`config.mk`:
```
export PLATFORM = sky130hd
export DESIGN_NAME = seqlock_ctrl
export DESIGN_NICKNAME = d
export VERILOG_FILES = /design/src/rtl/seqlock_pkg.sv /design/src/rtl/seqlock_decode.sv /design/src/rtl/seqlock_state_reg.sv /design/src/rtl/seqlock_ctrl.sv
export SDC_FILE = /design/constraint.sdc
export NUM_CORES = 1
export LEC_CHECK = 0
export ABC_CLOCK_PERIOD_IN_PS = 1100
export CAP_MARGIN = 20
export CORE_AREA = 2 2 39 41
export DETAILED_ROUTE_END_ITERATION = 10
export DIE_AREA = 0 0 41 43
export PLACE_DENSITY = 0.35
export SKIP_CTS_REPAIR_TIMING = 1
export SYNTH_ARGS = -nofsm -noshare
export SYNTH_HDL_FRONTEND = slang
export SYNTH_SLANG_ARGS = --single-unit
```
`constraint.sdc`:
```
create_clock -name clk -period 1.1 [get_ports clk]
set_input_delay 0.22 -clock clk [delete_from_list [all_inputs] [get_ports clk]]
set_output_delay 0.22 -clock clk [all_outputs]
set_load 0.02 [all_outputs]
```
`src/rtl/seqlock_pkg.sv`:
```
package seqlock_pkg;
  localparam int KEY_W = 2;
  localparam int ST_W  = 3;

  typedef enum logic [ST_W-1:0] {
    LK_IDLE = 3'b000,
    LK_GOT1 = 3'b001,
    LK_GOT2 = 3'b011,
    LK_GOT3 = 3'b010,
    LK_OPEN = 3'b100
  } lk_state_t;

  localparam logic [KEY_W-1:0] SYM_START = 2'b00;
  localparam logic [KEY_W-1:0] SYM_MID   = 2'b01;
  localparam logic [KEY_W-1:0] SYM_LAST  = 2'b10;

  // True for the five assigned state codes.
  function automatic logic is_legal(input logic [ST_W-1:0] s);
    case (s)
      LK_IDLE, LK_GOT1, LK_GOT2, LK_GOT3, LK_OPEN: return 1'b1;
      default:                                     return 1'b0;
    endcase
  endfunction

  // Symbol the machine expects while in state s (only meaningful mid-attempt).
  function automatic logic step_match(input logic [ST_W-1:0] s,
                                      input logic [KEY_W-1:0] k);
    return ((s == LK_GOT1) && (k == SYM_MID)) ||
           ((s == LK_GOT2) && (k == SYM_MID)) ||
           ((s == LK_GOT3) && (k == SYM_LAST));
  endfunction

  // Successor state on a correct step.
  function automatic lk_state_t advance(input logic [ST_W-1:0] s);
    case (s)
      LK_GOT1: return LK_GOT2;
      LK_GOT2: return LK_GOT3;
      LK_GOT3: return LK_OPEN;
      default: return LK_IDLE;
    endcase
  endfunction
endpackage

```
`src/rtl/seqlock_decode.sv`:
```
module seqlock_decode
  import seqlock_pkg::*;
(
  input  logic [ST_W-1:0]  cur_st,
  input  logic [KEY_W-1:0] key_pair,
  output logic             start_hit,
  output logic             step_ok,
  output logic             legal
);
  always_comb begin
    legal     = is_legal(cur_st);
    start_hit = (key_pair == SYM_START);
    step_ok   = step_match(cur_st, key_pair);
  end
endmodule

```
`src/rtl/seqlock_state_reg.sv`:
```
module seqlock_state_reg
  import seqlock_pkg::*;
(
  input  logic            clk,
  input  logic            rst,
  input  logic [ST_W-1:0] d,
  output logic [ST_W-1:0] q
);
  always_ff @(posedge clk) begin
    if (rst) q <= LK_IDLE;
    else     q <= d;
  end
endmodule

```
`src/rtl/seqlock_ctrl.sv`:
```
module seqlock_ctrl
  import seqlock_pkg::*;
(
  input  logic             clk,
  input  logic             rst,
  input  logic [KEY_W-1:0] key_pair,
  output logic             unlock
);
  logic [ST_W-1:0] state_q;
  logic [ST_W-1:0] state_d;
  logic            start_hit;
  logic            step_ok;
  logic            legal;

  seqlock_decode u_decode (
    .cur_st    (state_q),
    .key_pair  (key_pair),
    .start_hit (start_hit),
    .step_ok   (step_ok),
    .legal     (legal)
  );

  always_comb begin
    if (!legal)         state_d = LK_IDLE;
    else if (start_hit) state_d = LK_GOT1;
    else if (step_ok)   state_d = advance(state_q);
    else                state_d = LK_IDLE;
  end

  seqlock_state_reg u_state (
    .clk (clk),
    .rst (rst),
    .d   (state_d),
    .q   (state_q)
  );

  assign unlock = state_q[ST_W-1];
endmodule

```
==> qor_table.md <==
| Metric | Value |
|---|---|
| Overall Global Routing Usage | 0.0512 |
| Post-Synthesis Cell Area | 124 um^2 |
| Dpl cells | 34 |
| Area of placed instances | 214 um^2 |
| Remaining antenna violation count after routing | 0 |
| Overall die area | 1760 um^2 |
| Die height | 43 um |
| Number of global-route vias before repair | 122 |
| Total Negative Setup Slacks | 0 ns |
| Via density per instance | 3.47 |
| Setup repair after global routing missed its margin | false |
| Largest registers ranked by flip-flop count | u_state.q x3 |
| Clock latency at the later pin of the worst-skew pair | 0.24 ns |
| Slew Limit Fails | 0 |
| Average size of a mapped cell | 12.4 um^2 |
| Largest cells by area after synthesis | dfxtp_1 (48%), o41ai_2 (13%), mux2_1 (9.1%) |
| Post-route non-filler standard cell count | 38 |
| Largest net degree at the start of global routing | 5 |
| Reg area | 61.3 um^2 |
| Dominant cell type by area after synthesis | dfxtp_1 |
| Number of vias after detailed routing | 132 |
| Standard-cell rows | 14 |
| Clock tree root buffer cell | clkbuf_4 |
| Required arrival time at the worst endpoint | 1.24 ns |
| Initial Util | 0.0895 |
| Detailed Route Iter0 Violations | 6 |
| Total nets after synthesis | 14 |
| Post-DR wirelength/cell | 8.11 um |
| Fillcell total | 161 |
| Gate Count Post-Synth | 10 |
| Core area | 1380 um^2 |
| CP max FO | 2 |
| DRC violation count after routing | 0 |
| Flip-flop and latch count after synthesis | 3 |
| TritonCTS clock tree | done |
| Width of the die | 41 um |
| Number of iterations in the first detailed-routing pass | 2 |
| Sinks on the clock net | 3 |
| TritonCTS buffer count | 3 |
| Final-report hold violation count | 0 |
| Initial antenna violation count | 0 |
| Final-stage net count | 27 |
| Slew headroom | 0.848 |
| Seq/Total Area, Yosys | 0.485 |
| Kind of launch point of the worst setup path | input port |
| Synthesis-to-layout area growth | 102% |
| Worst IR Drop VDD | 0.516 mV |
| Final clock period utilization by the worst path | 0.994 |
| Portion of synthesized cell area occupied by the leading cell type | 0.485 |
| Overflow left after global routing | 0 |
| Endpoint class of the critical path | flip-flop |
| Leakage component of the power | 0.122 nW |
| Run status | finished, final reports clean |
| I/O pin total | 5 |
| Clock edge transition at the registers on the reported setup and hold paths | 0.03 ns |
| Fraction of final layout cells with drive strength greater than 1 | 0.455 |
| RePlAce Congestion | 0.540 |
| Worst clock skew | 0.00525 ns |
| Total non-filler cell area in the finished layout | 250 um^2 |
| Final number of setup-violating endpoints | 0 |
| Deepest level of the CTS H-tree | 1 |
| Clock Path Buffers | 2 |
| Number of inserted diodes | 0 |
| Number of max-cap violations | 0 |
| Area of combinational cells with multiple inputs | 67.6 um^2 |
| Achievable frequency | 915 MHz |
| Aggregate routed wire length | 308 um |
| WP data arrival | 1.23 ns |
| Register name with the most flops | u_state.q |
| Post-layout minimum cycle time | 1.09 ns |
| Number of port buffers | 4 |
| Flip-flop count of the largest register after layout | 3 |
| Final core area utilization | 0.181 |
| Pwr/cell area | 1390 nW/um^2 |
| WS Path Type | input port to flip-flop |
| Wire length of the first global-routing pass | 462 um |
| Post-synthesis cell type count | 7 |
| Yosys Warn Count | 0 |
| Actual slew at the worst max-slew pin | 0.228 ns |
| HP Class | input port to flip-flop |
-- critical path, cell delays in order --
cell             delay [ns]
clkdlybuf4s50_1        0.43
or4_4                  0.52
o41ai_2                0.06
-- cell families after synthesis --
| group | share of synthesized area |
|---|---|
| AO/OA/AOI/OAI | 0.131 |
| flip-flops | 0.485 |
| multiplexers | 0.0909 |
| AND/OR/NAND/NOR | 0.293 |
-- worst paths after layout --
kind / slack (ns) / cells after the start / end / start
min reg2reg: 0.46 / 1 / u_state.q[0]$_SDFF_PP0_ / u_state.q[1]$_SDFF_PP0_
min: 0.31 / 3 / u_state.q[1]$_SDFF_PP0_ / rst
max reg2reg: 0.07 / 3 / u_state.q[0]$_SDFF_PP0_ / u_state.q[2]$_SDFF_PP0_
max: 0.007 / 3 / u_state.q[0]$_SDFF_PP0_ / key_pair[1]
-- stage by stage --
step	power, mW	hold WS [ns]	worst slack (ns)
after global routing	0.366	0.339	0.000493
after detailed placement	0.152	0.460	-0.235
after floorplan	0.128	0.297	0.0319
after global placement	0.153	0.453	-0.243
final	0.347	0.306	0.00692
after CTS	0.353	0.463	-0.309
-- where the power goes --
group / internal [mW] / leakage, nW / total, mW / switching, mW
Sequential: 0.114 / 0.0250 / 0.116 / 0.00272
Clock: 0.136 / 0.0150 / 0.195 / 0.0588
Combinational: 0.0248 / 0.0824 / 0.0360 / 0.0112
Total: 0.274 / 0.122 / 0.347 / 0.0727
-- layout make-up --
class | instances | area share
multi-input combinational | 7 | 0.270
clock buffer | 4 | 0.105
tap | 16 | 0.0800
timing repair buffer | 8 | 0.300
sequential | 3 | 0.245
-- cells in the mapped netlist (all sizes together) --
| cell type | instances |
|---|---|
| o41ai | 1 |
| or4 | 1 |
| mux2 | 1 |
| nor3 | 2 |
| dfxtp | 3 |
| nand4bb | 1 |
| nand3b | 1 |
-- cell usage in the layout (no fill, tap or decap) --
master           synthesis  routed
buf_4                    0       4
dfxtp_2                  0       1
nand3b_1                 1       1
clkbuf_1                 0       1
or4_4                    0       1
dlymetal6s2s_1           0       2
mux2_1                   1       1
dfxtp_1                  3       2
clkdlybuf4s50_1          0       2
nor3_1                   2       2
clkbuf_4                 0       3
nand4bb_1                1       1
o41ai_2                  1       1
-- per-layer routing --
metal / wire length, um / global-route usage / vias to the layer above
li1: - / - / 66
met5: 0 / 0 / -
met4: 21 / 0.0800 / 0
met1: 152 / 0.0481 / 54
met2: 83 / 0.0375 / 8
met3: 49 / 0.0628 / 4
No activity file was read; power rests on OpenSTA's default activity.
